$ cat src/rtl/dps_pkg.sv
package dps_pkg;

  typedef enum logic {
    MODE_JTAG = 1'b0,
    MODE_SW   = 1'b1
  } dbg_mode_e;

  typedef enum logic {
    MS_HUNT = 1'b0,
    MS_CAPT = 1'b1
  } match_st_e;

  localparam int unsigned DPS_MIN_RUN = 50;
  localparam int unsigned DPS_PAT_W   = 16;
  localparam logic [DPS_PAT_W-1:0] DPS_KEY_TO_SW   = 16'hE79E;
  localparam logic [DPS_PAT_W-1:0] DPS_KEY_TO_JTAG = 16'hE73C;

endpackage

$ cat src/rtl/dps_reset_sync.sv
module dps_reset_sync #(
  parameter int unsigned STAGES = 2
) (
  input  logic clk,
  input  logic arst_n,
  output logic rst_n_o
);

  logic [STAGES-1:0] sync_q;
  logic [STAGES-1:0] sync_d;

  always_comb begin
    sync_d = {sync_q[STAGES-2:0], 1'b1};
  end

  always_ff @(posedge clk or negedge arst_n) begin
    if (!arst_n) sync_q <= '0;
    else         sync_q <= sync_d;
  end

  assign rst_n_o = sync_q[STAGES-1];

endmodule

$ cat src/rtl/dps_run_counter.sv
module dps_run_counter #(
  parameter int unsigned MIN_RUN = 50
) (
  input  logic clk,
  input  logic rst_n,
  input  logic tms_i,
  input  logic clr_i,
  output logic armed_o
);

  localparam int unsigned CNT_W = $clog2(MIN_RUN + 1);
  localparam logic [CNT_W-1:0] SAT = CNT_W'(MIN_RUN);

  logic [CNT_W-1:0] cnt_q;
  logic [CNT_W-1:0] cnt_d;
  logic             cnt_en;

  always_comb begin
    cnt_d  = cnt_q;
    cnt_en = 1'b1;
    if (clr_i || !tms_i) begin
      cnt_d = '0;
    end else if (cnt_q != SAT) begin
      cnt_d = cnt_q + 1'b1;
    end else begin
      cnt_en = 1'b0;
    end
  end

  always_ff @(posedge clk or negedge rst_n) begin
    if (!rst_n)      cnt_q <= '0;
    else if (cnt_en) cnt_q <= cnt_d;
  end

  assign armed_o = (cnt_q == SAT);


  run_no_overflow_chk: assert property (@(posedge clk) disable iff (!rst_n)
    cnt_q <= SAT);


  run_sat_hold_chk: assert property (@(posedge clk) disable iff (!rst_n)
    (armed_o && tms_i) |=> armed_o);


  run_zero_clear_chk: assert property (@(posedge clk) disable iff (!rst_n)
    (!tms_i && !armed_o) |=> (cnt_q == '0));

endmodule

$ cat src/rtl/dps_pattern_match.sv
module dps_pattern_match
  import dps_pkg::*;
#(
  parameter int unsigned          PAT_W   = 16,
  parameter logic [PAT_W-1:0]     KEY_SW  = 16'hE79E,
  parameter logic [PAT_W-1:0]     KEY_JTG = 16'hE73C
) (
  input  logic      clk,
  input  logic      rst_n,
  input  logic      tms_i,
  input  logic      armed_i,
  input  dbg_mode_e mode_i,
  output logic      busy_o,
  output logic      start_o,
  output logic      abort_o,
  output logic      hit_o
);

  localparam int unsigned IDX_W = $clog2(PAT_W);
  localparam logic [IDX_W-1:0] LAST = IDX_W'(PAT_W - 1);

  match_st_e        st_q, st_d;
  logic [IDX_W-1:0] idx_q, idx_d;
  logic [PAT_W-1:0] key;
  logic             exp_bit;

  assign key     = (mode_i == MODE_JTAG) ? KEY_SW : KEY_JTG;
  assign exp_bit = key[idx_q];

  always_comb begin
    st_d    = st_q;
    idx_d   = idx_q;
    start_o = 1'b0;
    abort_o = 1'b0;
    hit_o   = 1'b0;
    unique case (st_q)
      MS_HUNT: begin
        if (armed_i && (tms_i == key[0])) begin
          start_o = 1'b1;
          st_d    = MS_CAPT;
          idx_d   = IDX_W'(1);
        end
      end
      MS_CAPT: begin
        if (tms_i != exp_bit) begin
          abort_o = 1'b1;
          st_d    = MS_HUNT;
          idx_d   = '0;
        end else if (idx_q == LAST) begin
          hit_o   = 1'b1;
          st_d    = MS_HUNT;
          idx_d   = '0;
        end else begin
          idx_d   = idx_q + 1'b1;
        end
      end
      default: begin
        st_d  = MS_HUNT;
        idx_d = '0;
      end
    endcase
  end

  always_ff @(posedge clk or negedge rst_n) begin
    if (!rst_n) begin
      st_q  <= MS_HUNT;
      idx_q <= '0;
    end else begin
      st_q  <= st_d;
      idx_q <= idx_d;
    end
  end

  assign busy_o = (st_q == MS_CAPT);


  capture_entry_chk: assert property (@(posedge clk) disable iff (!rst_n)
    $rose(busy_o) |-> ($past(armed_i) && !$past(tms_i)));


  abort_to_hunt_chk: assert property (@(posedge clk) disable iff (!rst_n)
    abort_o |=> !busy_o);


  hit_to_hunt_chk: assert property (@(posedge clk) disable iff (!rst_n)
    hit_o |=> !busy_o);


  event_excl_chk: assert property (@(posedge clk) disable iff (!rst_n)
    $onehot0({start_o, abort_o, hit_o}));

endmodule

$ cat src/rtl/dps_mode_reg.sv
module dps_mode_reg
  import dps_pkg::*;
(
  input  logic      clk,
  input  logic      rst_n,
  input  logic      hit_i,
  output dbg_mode_e mode_o,
  output logic      pulse_o
);

  dbg_mode_e mode_q, mode_d;
  logic      pulse_q;

  always_comb begin
    mode_d = mode_q;
    if (hit_i) mode_d = (mode_q == MODE_JTAG) ? MODE_SW : MODE_JTAG;
  end

  always_ff @(posedge clk or negedge rst_n) begin
    if (!rst_n) begin
      mode_q  <= MODE_JTAG;
      pulse_q <= 1'b0;
    end else begin
      mode_q  <= mode_d;
      pulse_q <= hit_i;
    end
  end

  assign mode_o  = mode_q;
  assign pulse_o = pulse_q;


  pulse_marks_change_chk: assert property (@(posedge clk) disable iff (!rst_n)
    pulse_o |-> (mode_q != $past(mode_q)));


  quiet_mode_stable_chk: assert property (@(posedge clk) disable iff (!rst_n)
    !pulse_o |-> $stable(mode_q));


  pulse_single_chk: assert property (@(posedge clk) disable iff (!rst_n)
    pulse_o |=> !pulse_o);

endmodule

$ cat src/rtl/dbg_proto_sel.sv
module dbg_proto_sel
  import dps_pkg::*;
#(
  parameter int unsigned                MIN_RUN   = DPS_MIN_RUN,
  parameter int unsigned                PAT_W     = DPS_PAT_W,
  parameter logic [PAT_W-1:0]           KEY_SW    = DPS_KEY_TO_SW,
  parameter logic [PAT_W-1:0]           KEY_JTG   = DPS_KEY_TO_JTAG,
  parameter int unsigned                RST_STAGES = 2
) (
  input  logic tck,
  input  logic por_n,
  input  logic tms_i,
  output logic jtag_en_o,
  output logic sw_en_o,
  output logic switch_pulse_o
);

  logic      rst_n;
  logic      armed;
  logic      busy;
  logic      start;
  logic      abort;
  logic      hit;
  logic      run_clr;
  dbg_mode_e mode;

  dps_reset_sync #(.STAGES(RST_STAGES)) u_rst (
    .clk     (tck),
    .arst_n  (por_n),
    .rst_n_o (rst_n)
  );

  assign run_clr = start | busy | abort;

  dps_run_counter #(.MIN_RUN(MIN_RUN)) u_run (
    .clk     (tck),
    .rst_n   (rst_n),
    .tms_i   (tms_i),
    .clr_i   (run_clr),
    .armed_o (armed)
  );

  dps_pattern_match #(
    .PAT_W   (PAT_W),
    .KEY_SW  (KEY_SW),
    .KEY_JTG (KEY_JTG)
  ) u_match (
    .clk     (tck),
    .rst_n   (rst_n),
    .tms_i   (tms_i),
    .armed_i (armed),
    .mode_i  (mode),
    .busy_o  (busy),
    .start_o (start),
    .abort_o (abort),
    .hit_o   (hit)
  );

  dps_mode_reg u_mode (
    .clk     (tck),
    .rst_n   (rst_n),
    .hit_i   (hit),
    .mode_o  (mode),
    .pulse_o (switch_pulse_o)
  );

  assign jtag_en_o = (mode == MODE_JTAG);
  assign sw_en_o   = (mode == MODE_SW);


  enable_onehot_chk: assert property (@(posedge tck) disable iff (!rst_n)
    $countones({jtag_en_o, sw_en_o}) == 1);


  hit_needs_run_chk: assert property (@(posedge tck) disable iff (!rst_n)
    $rose(busy) |-> $past(armed));

endmodule

$ cat config.mk
export PLATFORM = sky130hd
export DESIGN_NAME = dbg_proto_sel
export DESIGN_NICKNAME = d
export VERILOG_FILES = /design/src/rtl/dps_pkg.sv /design/src/rtl/dps_reset_sync.sv /design/src/rtl/dps_run_counter.sv /design/src/rtl/dps_pattern_match.sv /design/src/rtl/dps_mode_reg.sv /design/src/rtl/dbg_proto_sel.sv
export SDC_FILE = /design/constraint.sdc
export NUM_CORES = 1
export LEC_CHECK = 0
export ABC_CLOCK_PERIOD_IN_PS = 800
export BUFFER_PORTS_ARGS = -buffer_cell sky130_fd_sc_hd__buf_4
export CAP_MARGIN = 25
export CELL_PAD_IN_SITES_DETAIL_PLACEMENT = 1
export CELL_PAD_IN_SITES_GLOBAL_PLACEMENT = 2
export CORE_UTILIZATION = 37
export DETAILED_ROUTE_END_ITERATION = 8
export PLACE_DENSITY = 0.88
export SYNTH_ARGS = -nofsm -noshare
export SYNTH_HDL_FRONTEND = slang
export SYNTH_SLANG_ARGS = --single-unit
$ cat constraint.sdc
create_clock -name tck -period 0.8 [get_ports tck]
set_input_delay 0.08 -clock tck [delete_from_list [all_inputs] [get_ports tck]]
set_output_delay 0.08 -clock tck [all_outputs]
set_load 0.005 [all_outputs]
# Word-level counts from Yosys, hierarchy flattened
# Index checks and enable logic that the tools add are counted.
# word_totals
regBits	15
inputBits	3
word_cells	46
# classes
n_addsub	2
n_lt_le_gt_ge	1
eq_ne	6
mux	22
bitwise	4
reduce_logical	5
# op_table
op	n
1-bit 2-to-1 mux	13
4-bit 2-to-1 mux	3
6-bit 2-to-1 mux	2
8-bit 2-to-1 mux	1
4-bit one-hot mux with 2 select lines	1
6-bit by 1-bit adder with 6-bit output (second input constant)	1
6-bit == test (second input constant)	1
6-bit != test (second input constant)	1
4-bit by 5-bit < comparator with 1-bit output (second input constant)	1
4-bit by 1-bit adder with 4-bit output (second input constant)	1
1-bit binary-select mux with 4-bit select	1
4-bit == test (second input constant)	1
2-bit by 1-bit != test with 1-bit output (second input constant)	1
1-bit inverter	2
1-bit OR	2
1-bit one-hot mux with 2 select lines	1
2-bit AND reduction	1
2-bit nonzero test	1
1-bit == test	1
1-bit logical AND	1
1-bit zero test	1
1-bit logical OR	1
1-bit != test	1

# Depth between registers and ports, before layout
# Gate-level depths: netlist of run 1.
# depth
word_depth	10
mapped_depth	6
depth_no_buf	6

# Cells and area by module
# Synthesis of run 1 repeated with hierarchy kept, for this count alone.
# hier_totals
hier_cells	87
hier_area_um2	890.9
# modules_own_cells
module	n_inst	cells_per_inst	area_per_inst_um2	seq_area_each_um2
dps_pattern_match	1	49	446.7	125.1
dps_run_counter	1	30	321.6	150.1
dps_mode_reg	1	3	58.8	50.0
dps_reset_sync	1	3	53.8	50.0
dbg_proto_sel	1	2	10.0	0.0

# Worst setup path after synthesis of run 1
# No wires, ideal clock.
# synth_timing
path_type	register to register
from	register u_match.idx_q[0]
to	register u_match.idx_q[1]
setup_time_ns	0.069
arrival_ns	1.344
path_slack_ns	-0.613
path_stages_with_launch	7
path_buffers	0
synth_period_minus_slack_ns	1.413
cell_sequence	dfrtp_1 > inv_1 > ha_1 > mux2i_1 > nand2_1 > or4b_1 > nand3_1
# synth_via
elab_chain_len	5
word_cells_on_any_way	8
# synth_lines
element	line	text
from (decl)	dps_pattern_match.sv:23	logic [IDX_W-1:0] idx_q, idx_d;
from (signal assigned)	dps_pattern_match.sv:70	idx_q <= idx_d;
1-bit binary-select mux with 4-bit select	dps_pattern_match.sv:28	assign exp_bit = key[idx_q];
1-bit 2-to-1 mux (implied by the code)	dps_pattern_match.sv:28	
1-bit != test	dps_pattern_match.sv:45	if (tms_i != exp_bit) begin
4-bit 2-to-1 mux (*)	dps_pattern_match.sv:45	
4-bit one-hot mux with 2 select lines (*)	dps_pattern_match.sv:36	unique case (st_q)
# Every way passes the cells marked *; elsewhere a longest branch is shown, timed or not. The select of a mux whose other input is x is not followed.
# A chain may end at the register's enable or synchronous reset.

# Worst setup path in the final report of run 1
# layout_timing
from	register u_match.idx_q[1]
to	register u_match.st_q, in the netlist u_match.busy_o
# layout_via
elab_chain_len	5
word_cells_on_any_way	7
# layout_lines
element	line	text
1-bit binary-select mux with 4-bit select	dps_pattern_match.sv:28	
1-bit 2-to-1 mux (implied by the code)	dps_pattern_match.sv:28	
1-bit != test	dps_pattern_match.sv:45	
1-bit 2-to-1 mux (*)	dps_pattern_match.sv:45	
1-bit one-hot mux with 2 select lines (*)	dps_pattern_match.sv:36	
via u_match.st_d	dps_pattern_match.sv:22	match_st_e st_q, st_d;
to (signal assigned)	dps_pattern_match.sv:69	st_q <= st_d;
to (decl)	dps_pattern_match.sv:22	
# The timed path passes the listed nets; every way through them passes the cells marked *. The select of a mux whose other input is x is not followed.

==> run summary, run 1 <==
SETUP PATH
-------------------------------------------------------------------------------------------
Required time of the critical path                                                   970 ps
R2R Path End                                                                   u_match.busy_o
Crit start category                                                                register
Kind of capture point of the worst setup path                                      register
Worst setup slack for register-to-register paths                                    -780 ps
R2R Path Start                                                                 u_match.idx_q[1]
Setup Crit Path Kind                                                           register to register
Number of cell instances on the worst register-to-register path                           6
Number of buffers and inverters on the critical path                                      1
Family of cells with the greatest summed delay on the critical path            simple AND/OR/NAND/NOR gates
Crit-path cells                                                                inv_2 -> ha_4 -> nand2b_1 -> o221ai_2 -> nor2_2 -> nor4_1
Crit path largest cell delay                                                         480 ps
Slowest cell on the critical path                                                   dfrtp_2
Arrival time worst endpoint                                                         1750 ps
Worst-path maximum fanout                                                                 6

SYNTHESIS
-------------------------------------------------------------------------------------------
Share of flip-flops with an asynchronous set or reset after synthesis                  1.00
Post-synth EDFFs                                                                          0
Post-synth net total                                                                     98
Total standard cell area after synthesis                                           895 um^2
Primary flip-flop cell chosen by synthesis mapping                                  dfrtp_1
Sequential fraction of the synthesis area                                             0.420
Mapped Avg Cell Area                                                              9.83 um^2
Unique masters post-synth                                                                32
Post-Synthesis Cells                                                                     91
Number of warning messages in the yosys log                                               0
Flop and latch count out of synthesis                                                    15

ROUTE
-------------------------------------------------------------------------------------------
Drt wl/cell                                                                         19.1 um
Via density per instance                                                               5.27
Number of detailed-routing iterations run before antenna repair                           4
Post-route DRC violation count                                                            0
Number of design-rule violations left by the first detailed-router iteration             18
Antenna viol nets, final                                                                  0
Routed wire length                                                                  2890 um
Overall via count from detail_route                                                     796

MIN PATH
-------------------------------------------------------------------------------------------
Worst Hold Class                                                               register to asynchronous set/reset pin

CTS
-------------------------------------------------------------------------------------------
Clock insertion delay at the later pin of the skew report                            290 ps
CTS tree                                                                                yes
CTS buffer count                                                                          3
Clock tree buffer depth                                                                   2
Reg clk slew, reported paths                                                          90 ps
CTS Root Cell                                                                      clkbuf_4
H-tree Lvls                                                                               1
Clock sink total                                                                         15

FLOORPLAN
-------------------------------------------------------------------------------------------
I/O pin cnt                                                                               6
Initial Util                                                                          0.397
Num rows                                                                                 17
Die Footprint                                                                  0.00262 mm^2
Die Width                                                                           51.2 um
Area of the placeable core                                                     0.00225 mm^2
Vert. Die Dim                                                                       51.2 um

STA
-------------------------------------------------------------------------------------------
Final critical-path required period                                                 1580 ps
Highest achievable clock rate                                                     0.632 GHz
Count of final hold-check violations                                                      0
Post-route setup TNS                                                               -7420 ps
RSZ-0062 raised after global routing                                                   true
Final count of pins violating max slew                                                    0
Worst clock skew                                                                    2.27 ps
Worst Slack Setup Final                                                             -782 ps
Share of the cycle needed by the critical path after routing                           1.98
Setup violation total in the final timing report                                         16

POWER AND IR DROP
-------------------------------------------------------------------------------------------
Part of the total power dissipated in the clock network                               0.283
Fraction of power spent switching nets                                                0.281
P_sw                                                                                 447 uW
Maximum vdd drop                                                                    1.69 mV
Power per standard cell area                                                   1120 mW/mm^2
Sequential share of power                                                             0.511
Combinational Power Share                                                             0.207
Leakage power                                                                   0.000619 uW
Cell Int Power                                                                      1140 uW

FINAL LAYOUT
-------------------------------------------------------------------------------------------
FF/Latch Area                                                                      379 um^2
Final cell area excluding filler cells                                         0.00142 mm^2
Share of final-layout standard cells stronger than drive strength 1                   0.577
Antenna Diode Count                                                                       0
Layout Area Growth over Synthesis                                                     59.2%
Most common library cell in the layout ignoring fill and taps                         buf_4
Area occupied by multi-input gates                                                 653 um^2
Most frequent cells in the layout                                              18 x buf_4, 12 x buf_6, 12 x dfrtp_1
Layout Nets                                                                             131
Fill cell total of the finished layout                                                  243

GRT
-------------------------------------------------------------------------------------------
Maximum number of pins on one net before global-route repair                             14
Initial antenna violation count                                                           0
First-pass GRT wire length                                                          4650 um
GRT Resource Usage Total                                                              0.257
Number of global-route vias before repair                                               959
Sum of overflow across all layers after global routing                                    0

PLACE
-------------------------------------------------------------------------------------------
Final estimated routing congestion in global placement                                0.791
Hpwl dp                                                                             1800 um
Buffers on Ports                                                                          5
DP Area                                                                        0.00118 mm^2

RUN STATUS
-------------------------------------------------------------------------------------------
Status                                                                         complete, but fails checks
Violated checks                                                                negative setup slack

FLOW RUN
-------------------------------------------------------------------------------------------
Number of max-cap violations                                                              0

==> routing by layer <==
metal  track usage  routed length, um  vias up
met5             0                  0        -
met4        0.0787                 18        0
met3        0.0804                 90        2
met2         0.465               1500       14
met1         0.282               1280      398
li1              -                  -      382
==> synthesized netlist by cell type, types with 2 or more instances <==
| cell | number | share of area |
|---|---|---|
| inv_1 | 5 | 0.021 |
| xnor2_1 | 7 | 0.069 |
| nor2_1 | 9 | 0.038 |
| xor2_1 | 3 | 0.029 |
| nand3_1 | 5 | 0.028 |
| clkbuf_1 | 2 | 0.0084 |
| a21oi_1 | 3 | 0.017 |
| nand2_1 | 7 | 0.029 |
| a211oi_2 | 2 | 0.028 |
| dfrtp_1 | 15 | 0.42 |
| mux2i_1 | 2 | 0.022 |
| nand2b_1 | 2 | 0.014 |
| nand4_1 | 2 | 0.014 |
| ha_1 | 4 | 0.056 |
| nor2b_1 | 3 | 0.021 |
| nor4b_1 | 4 | 0.039 |
==> power by group through the flow <==
stage          registers, uW  logic, uW  clock network [uW]
3_5_place_dp             820        245                   0
5_1_grt                  815        356                 489
6_report                 812        329                 450
3_3_place_gp             818        234                   0
2_1_floorplan            828        118                   0
4_1_cts                  811        300                 457
==> sequential cells by signal (all words and copies together) (netlist names) <==
| signal | flops |
|---|---|
| u_rst.sync_q | 2 |
| u_match.idx_q | 4 |
| u_mode.mode_o | 1 |
| u_match.busy_o | 1 |
| u_mode.pulse_o | 1 |
| u_run.cnt_q | 6 |
==> through the flow <==
step                      setup slack [ps]  std cells   util  total power, uW  hold WS [ps]
after global placement                -670        142  0.523             1050          -137
after floorplan                       -590         91      -              946          -216
final                                 -782        151  0.632             1590          81.0
after global routing                  -830        151  0.632             1660          94.2
after CTS                             -742        150  0.595             1570          78.9
after detailed placement              -799        142  0.523             1060          -137
==> how the worst max path moves through the flow <==
stage / start / slack, ps / cells after the start / to
floorplan: u_match.idx_q[0] / -590 / 5 / u_match.idx_q[1]
global placement: u_match.idx_q[1] / -670 / 5 / u_match.idx_q[1]
detailed placement: u_match.idx_q[1] / -800 / 5 / u_match.idx_q[1]
CTS: u_match.idx_q[1] / -740 / 4 / u_match.idx_q[1]
global route: u_match.idx_q[1] / -830 / 7 / u_match.idx_q[2]
finish: u_match.idx_q[1] / -780 / 6 / u_match.busy_o
==> what timing repair did <==
item / CTS / global route
pin swaps: 8 / 8
buffers inserted: 3 / 5
endpoints found under the hold margin: 2 / 0
gates resized for setup: 25 / 19
setup endpoints to repair: 16 / 16
hold buffers: 1 / 0
==> area by class of cell <==
class / instances / share of cell area
flip-flops and latches: 15 / 0.266
inverters: 5 / 0.0202
clock buffers: 3 / 0.0158
clock inverters: 1 / 0.00351
repair buffers: 32 / 0.211
well taps: 28 / 0.0246
multi-input cells: 67 / 0.459
==> kinds of logic (layout without fill, tap and decap cells) <==
group,after synthesis,count (layout),share of synthesized area
flip-flops,15,15,0.420
buffers and inverters,9,41,0.0476
AND/OR/NAND/NOR,39,39,0.253
adder cells (fa/ha/maj),4,4,0.0559
other,1,1,0.00419
AO/OA/AOI/OAI,11,11,0.0993
XOR/XNOR,10,10,0.0979
multiplexers,2,2,0.0224
(Power assumes the default switching activity.)
==> run 2, diff against run 1 <==
Settings changed: CAP_MARGIN 25 to 20, CORE_MARGIN set to 3, RECOVER_POWER set to 25.
==> run summary, run 2 (same netlist as run 1, synthesis figures left out) <==
SETUP PATH
-------------------------------------------------------------------------------------------
Crit start category                                                                register   unchanged
Worst setup slack for register-to-register paths                                    -720 ps   was -780 ps
Kind of capture point of the worst setup path                                      register   unchanged
Slowest cell on the critical path                                                    or4b_1   was dfrtp_2
Setup Crit Path Kind                                                           register to register   unchanged
R2R Path Start                                                                 u_match.idx_q[1]   unchanged
Number of cell instances on the worst register-to-register path                           5   was 6
Crit-path cells                                                                inv_2 -> ha_4 -> nand2_2 -> or4b_1 -> nand3_1   was inv_2 -> ha_4 -> nand2b_1 -> o221ai_2 -> nor2_2 -> nor4_1
Required time of the critical path                                                  1020 ps   was 970 ps
Arrival time worst endpoint                                                         1740 ps   was 1750 ps
Crit path largest cell delay                                                         510 ps   was 480 ps
R2R Path End                                                                   u_match.idx_q[1]   was u_match.busy_o
Worst-path maximum fanout                                                                 6   unchanged

FINAL LAYOUT
-------------------------------------------------------------------------------------------
Fraction of the core area covered by cells at the end of the flow                     0.623   was 0.632
Layout Nets                                                                             132   was 131
Final cell area excluding filler cells                                         0.00141 mm^2   was 0.00142 mm^2
Most frequent cells in the layout                                              19 x buf_4, 13 x dfrtp_1, 11 x buf_6   was 18 x buf_4, 12 x buf_6, 12 x dfrtp_1
Registers with the most flip-flops                                             u_run.cnt_q (6), u_match.idx_q (4), u_rst.sync_q (2)   unchanged
Fill cell total of the finished layout                                                  244   was 243
Register with the most flip-flops                                               u_run.cnt_q   unchanged
Number of flip-flops in the largest register                                              6   unchanged
Antenna Diode Count                                                                       0   unchanged
FF/Latch Area                                                                      378 um^2   was 379 um^2
Share of final-layout standard cells stronger than drive strength 1                   0.540   was 0.577
Area occupied by multi-input gates                                                 657 um^2   was 653 um^2
Layout Area Growth over Synthesis                                                     57.1%   was 59.2%
Most common library cell in the layout ignoring fill and taps                         buf_4   unchanged

ROUTE
-------------------------------------------------------------------------------------------
Number of design-rule violations left by the first detailed-router iteration              9   was 18
Post-route DRC violation count                                                            0   unchanged
Overall via count from detail_route                                                     815   was 796
Via density per instance                                                               5.36   was 5.27
Drt wl/cell                                                                         18.0 um   was 19.1 um
Antenna viol nets, final                                                                  0   unchanged
Number of detailed-routing iterations run before antenna repair                           3   was 4
Routed wire length                                                                  2740 um   was 2890 um

FLOORPLAN
-------------------------------------------------------------------------------------------
Area of the placeable core                                                     0.00225 mm^2   unchanged
Num rows                                                                                 17   unchanged
Initial Util                                                                          0.397   unchanged
Die Footprint                                                                  0.00304 mm^2   was 0.00262 mm^2
I/O pin cnt                                                                               6   unchanged
Vert. Die Dim                                                                       55.2 um   was 51.2 um
Die Width                                                                           55.2 um   was 51.2 um

CTS
-------------------------------------------------------------------------------------------
H-tree Lvls                                                                               1   unchanged
CTS Root Cell                                                                      clkbuf_4   unchanged
CTS tree                                                                                yes   unchanged
Reg clk slew, reported paths                                                         100 ps   was 90 ps
Clock sink total                                                                         15   unchanged
Clock insertion delay at the later pin of the skew report                            290 ps   about the same
CTS buffer count                                                                          3   unchanged
Clock tree buffer depth                                                                   2   unchanged

POWER AND IR DROP
-------------------------------------------------------------------------------------------
Maximum vdd drop                                                                   0.787 mV   was 1.69 mV
Fraction of power spent switching nets                                                0.284   was 0.281
Leakage power                                                                   0.000595 uW   was 0.000619 uW
Combinational Power Share                                                             0.216   was 0.207
Power per standard cell area                                                   1150 mW/mm^2   was 1120 mW/mm^2
Sequential share of power                                                             0.498   was 0.511
Cell Int Power                                                                      1160 uW   was 1140 uW
P_sw                                                                                 461 uW   was 447 uW
Part of the total power dissipated in the clock network                               0.286   was 0.283

STA
-------------------------------------------------------------------------------------------
Share of the cycle needed by the critical path after routing                           1.90   was 1.98
Worst Slack Setup Final                                                             -720 ps   was -782 ps
Final count of pins violating max slew                                                    0   unchanged
RSZ-0062 raised after global routing                                                   true   unchanged
Final critical-path required period                                                 1520 ps   was 1580 ps
Highest achievable clock rate                                                     0.658 GHz   was 0.632 GHz
Worst clock skew                                                                   0.876 ps   was 2.27 ps
Setup violation total in the final timing report                                         16   unchanged
Count of final hold-check violations                                                      0   unchanged
Hold Slack                                                                           101 ps   was 81.0 ps

GRT
-------------------------------------------------------------------------------------------
First-pass GRT wire length                                                          4410 um   was 4650 um
GRT Resource Usage Total                                                              0.213   was 0.257
Initial antenna violation count                                                           0   unchanged
Maximum number of pins on one net before global-route repair                             14   unchanged
Sum of overflow across all layers after global routing                                    0   unchanged
Number of global-route vias before repair                                               924   was 959

PLACE
-------------------------------------------------------------------------------------------
Hpwl dp                                                                             1790 um   was 1800 um
Post-placement worst setup slack                                                    -769 ps   was -799 ps
Buffers on Ports                                                                          5   unchanged
Final estimated routing congestion in global placement                                0.794   was 0.791
DP Area                                                                        0.00116 mm^2   was 0.00118 mm^2

RUN STATUS
-------------------------------------------------------------------------------------------
Status                                                                         complete, but fails checks   unchanged
Violated checks                                                                negative setup slack   unchanged

MIN PATH
-------------------------------------------------------------------------------------------
Worst Hold Class                                                               input pin to asynchronous set/reset pin   was register to asynchronous set/reset pin

FLOW RUN
-------------------------------------------------------------------------------------------
Number of max-cap violations                                                              0   unchanged

run 2: cell count changes in the layout (fill, tap and decap cells not counted), sizes merged:
cell and change:
buf -1, clkinv -1, clkbuf +3
run 2: how the worst max path moves through the flow:
stage	end	slack, ps	depth (start not counted)	start
after CTS	u_match.idx_q[1]	-690	5	u_match.idx_q[1]
final	u_match.idx_q[1]	-720	5	u_match.idx_q[1]
after global placement	u_match.idx_q[0]	-690	5	u_match.idx_q[1]
after detailed placement	u_match.idx_q[0]	-770	5	u_match.idx_q[1]
after floorplan	u_match.idx_q[1]	-590	5	u_match.idx_q[0]
after global routing	u_match.idx_q[1]	-800	6	u_match.idx_q[0]
run 2: layout make-up:
type,count,share of cell area
tap,28,0.0249
timing repair buffer,33,0.203
clock buffer,4,0.0187
multi-input combinational,67,0.467
sequential,15,0.269
inverter,5,0.0169
run 2: stage by stage:
step / instances / total power (uW) / setup TNS [ps]
6_report: 152 / 1620 / -7010
5_1_grt: 152 / 1710 / -8110
4_1_cts: 149 / 1570 / -6670
3_5_place_dp: 141 / 1060 / -6510
3_3_place_gp: 141 / 1040 / -5780
2_1_floorplan: 91 / 946 / -4530
run 2: routing by layer:
| metal | track usage | part of all wire | vias to the layer above |
|---|---|---|---|
| li1 | - | - | 387 |
| met1 | 0.237 | 0.41 | 416 |
| met2 | 0.404 | 0.57 | 10 |
| met3 | 0.0322 | 0.015 | 2 |
| met4 | 0.0769 | 0.0062 | 0 |
| met5 | 0 | 0 | - |
run 2: power groups by stage:
stage	sequential, uW	combinational (uW)	clock (uW)
6_report	808	350	464
4_1_cts	806	303	463
5_1_grt	812	379	522
3_3_place_gp	815	229	0
3_5_place_dp	817	239	0
2_1_floorplan	828	118	0
run 2: worst max-delay path, delay by kind of cell, from the launching register on:
| kind | cells | cell delay [ps] |
|---|---|---|
| fa+ha+maj | 1 | 280 |
| simple gates | 3 | 650 |
| flops | 1 | 470 |
| buf+inv | 1 | 70 |
run 2: repair_timing:
item,CTS,global route
hold buffers,1,0
setup buffers,7,4
endpoints found under the hold margin,2,0
setup endpoints to repair,16,16
pin swaps,10,6
resized for setup,28,9
==> run 3, diff against run 2 <==
--- a/config.mk
+++ b/config.mk
@@ -15,5 +15,4 @@
 export DETAILED_ROUTE_END_ITERATION = 8
 export PLACE_DENSITY = 0.88
-export RECOVER_POWER = 25
 export SYNTH_ARGS = -nofsm -noshare
 export SYNTH_HDL_FRONTEND = slang
==> constraint.sdc (replaced) <==
create_clock -name tck -period 0.8 [get_ports tck]
set_input_delay 0.08 -clock tck [delete_from_list [all_inputs] [get_ports tck]]
set_output_delay 0.08 -clock tck [all_outputs]
set_load 0.02 [all_outputs]
==> run summary, run 3 (same netlist as run 1, synthesis figures left out) <==
CTS
-------------------------------------------------------------------------------------------
Clock insertion delay at the later pin of the skew report                            290 ps   about the same
CTS tree                                                                                yes   unchanged
CTS buffer count                                                                          3   unchanged
Clock tree buffer depth                                                                   2   unchanged
Reg clk slew, reported paths                                                         100 ps   about the same
CTS Root Cell                                                                      clkbuf_4   unchanged
H-tree Lvls                                                                               1   unchanged
Clock sink total                                                                         15   unchanged

PLACE
-------------------------------------------------------------------------------------------
Hpwl dp                                                                             1900 um   was 1790 um
Final estimated routing congestion in global placement                                0.792   was 0.794
Buffers on Ports                                                                          5   unchanged

GRT
-------------------------------------------------------------------------------------------
GRT Resource Usage Total                                                              0.225   was 0.213
Maximum number of pins on one net before global-route repair                             14   unchanged
Number of global-route vias before repair                                               920   was 924
Sum of overflow across all layers after global routing                                    0   unchanged
First-pass GRT wire length                                                          4610 um   was 4410 um
Initial antenna violation count                                                           0   unchanged

RUN STATUS
-------------------------------------------------------------------------------------------
Violated checks                                                                negative setup slack   unchanged
Status                                                                         complete, but fails checks   unchanged

FINAL LAYOUT
-------------------------------------------------------------------------------------------
Layout Area Growth over Synthesis                                                     57.8%   was 57.1%
Most common library cell in the layout ignoring fill and taps                         buf_4   unchanged
Antenna Diode Count                                                                       0   unchanged
Most frequent cells in the layout                                              22 x buf_4, 11 x dfrtp_1, 9 x buf_6   was 19 x buf_4, 13 x dfrtp_1, 11 x buf_6
Fill cell total of the finished layout                                                  239   was 244
Number of flip-flops in the largest register                                              6   unchanged
Area occupied by multi-input gates                                                 669 um^2   was 657 um^2
Registers with the most flip-flops                                             u_run.cnt_q (6), u_match.idx_q (4), u_rst.sync_q (2)   unchanged
Register with the most flip-flops                                               u_run.cnt_q   unchanged
Share of final-layout standard cells stronger than drive strength 1                   0.593   was 0.540
Layout Nets                                                                             131   was 132
FF/Latch Area                                                                      380 um^2   was 378 um^2
Fraction of the core area covered by cells at the end of the flow                     0.626   was 0.623

POWER AND IR DROP
-------------------------------------------------------------------------------------------
Total power draw                                                                    1630 uW   was 1620 uW
Leakage power                                                                   0.000593 uW   was 0.000595 uW
Power per standard cell area                                                   1150 mW/mm^2   about the same
Maximum vdd drop                                                                   0.948 mV   was 0.787 mV

FLOORPLAN
-------------------------------------------------------------------------------------------
I/O pin cnt                                                                               6   unchanged
Area of the placeable core                                                     0.00225 mm^2   unchanged
Die Footprint                                                                  0.00304 mm^2   unchanged
Vert. Die Dim                                                                       55.2 um   unchanged
Num rows                                                                                 17   unchanged
Die Width                                                                           55.2 um   unchanged
Initial Util                                                                          0.397   unchanged

ROUTE
-------------------------------------------------------------------------------------------
Overall via count from detail_route                                                     838   was 815
Drt wl/cell                                                                         19.2 um   was 18.0 um
Routed wire length                                                                  2890 um   was 2740 um
Post-route DRC violation count                                                            0   unchanged
Via density per instance                                                               5.55   was 5.36
Antenna viol nets, final                                                                  0   unchanged
Number of detailed-routing iterations run before antenna repair                           4   was 3
Number of design-rule violations left by the first detailed-router iteration              7   was 9

STA
-------------------------------------------------------------------------------------------
Final critical-path required period                                                 1580 ps   was 1520 ps
Highest achievable clock rate                                                     0.635 GHz   was 0.658 GHz
RSZ-0062 raised after global routing                                                   true   unchanged
Worst Slack Setup Final                                                             -775 ps   was -720 ps
Setup violation total in the final timing report                                         16   unchanged
Worst clock skew                                                                    3.79 ps   was 0.876 ps
Post-route setup TNS                                                               -7560 ps   was -7010 ps
Count of final hold-check violations                                                      0   unchanged
Final count of pins violating max slew                                                    0   unchanged
Share of the cycle needed by the critical path after routing                           1.97   was 1.90

SETUP PATH
-------------------------------------------------------------------------------------------
R2R Path End                                                                   u_match.idx_q[1]   unchanged
Arrival time worst endpoint                                                         1810 ps   was 1740 ps
Crit start category                                                                register   unchanged
Required time of the critical path                                                  1030 ps   was 1020 ps
Worst setup slack for register-to-register paths                                    -780 ps   was -720 ps
R2R Path Start                                                                 u_match.idx_q[1]   unchanged
Worst-path maximum fanout                                                                 6   unchanged
Number of cell instances on the worst register-to-register path                           4   was 5
Kind of capture point of the worst setup path                                      register   unchanged
Setup Crit Path Kind                                                           register to register   unchanged

FLOW RUN
-------------------------------------------------------------------------------------------
Number of max-cap violations                                                              0   unchanged

MIN PATH
-------------------------------------------------------------------------------------------
Worst Hold Class                                                               input pin to asynchronous set/reset pin   unchanged

run 3: what timing repair did:
item                       CTS  global route
setup endpoints to repair   16            16
cloned                       0             0
resized for setup           33            16
hold buffers                 1             0
setup buffers                2             1
pin swaps                    6             5
hold endpoints to repair     2             0
run 3: area by class of cell:
type | instances | area share
repair buffers | 32 | 0.196
flip-flops and latches | 15 | 0.270
inverters | 5 | 0.0168
well taps | 28 | 0.0248
clock buffers | 4 | 0.0186
multi-input cells | 67 | 0.474
run 3: power breakdown:
| part | switching (uW) | leakage [uW] | internal (uW) | total, uW |
|---|---|---|---|---|
| Clock | 269 | 0.0000150 | 194 | 463 |
| Sequential | 27.2 | 0.000185 | 784 | 811 |
| Combinational | 175 | 0.000393 | 178 | 353 |
run 3: per-layer routing:
metal | vias to the layer above | global-route usage | wire length, um
li1 | 387 | - | -
met1 | 427 | 0.242 | 1120
met2 | 14 | 0.415 | 1620
met3 | 10 | 0.0429 | 69
met4 | 0 | 0.109 | 87
met5 | - | 0 | 0
run 3: how the worst max path moves through the flow:
stage	to	cells after the start	from
floorplan	u_match.idx_q[1]	6	u_match.idx_q[0]
detailed placement	u_match.idx_q[1]	5	u_match.idx_q[1]
finish	u_match.idx_q[1]	4	u_match.idx_q[1]
CTS	u_match.idx_q[1]	6	u_match.idx_q[1]
global placement	u_match.idx_q[1]	5	u_match.idx_q[1]
global route	u_match.idx_q[2]	5	u_match.idx_q[1]
run 3: worst max-delay path: stages (launching register included):
cell,delay (ps)
dfrtp_2,490
and4bb_2,390
a211oi_4,60
or4b_4,500
nand3_2,70
run 3: through the flow:
step                std cells  hold slack [ps]  cell area [um^2]  setup slack [ps]
floorplan                  91             -216               928              -610
finish                    151              103              1410              -775
detailed placement        146             -136              1170              -795
global route              151              112              1410              -809
global placement          146             -138              1170              -664
CTS                       151             92.4              1340              -720
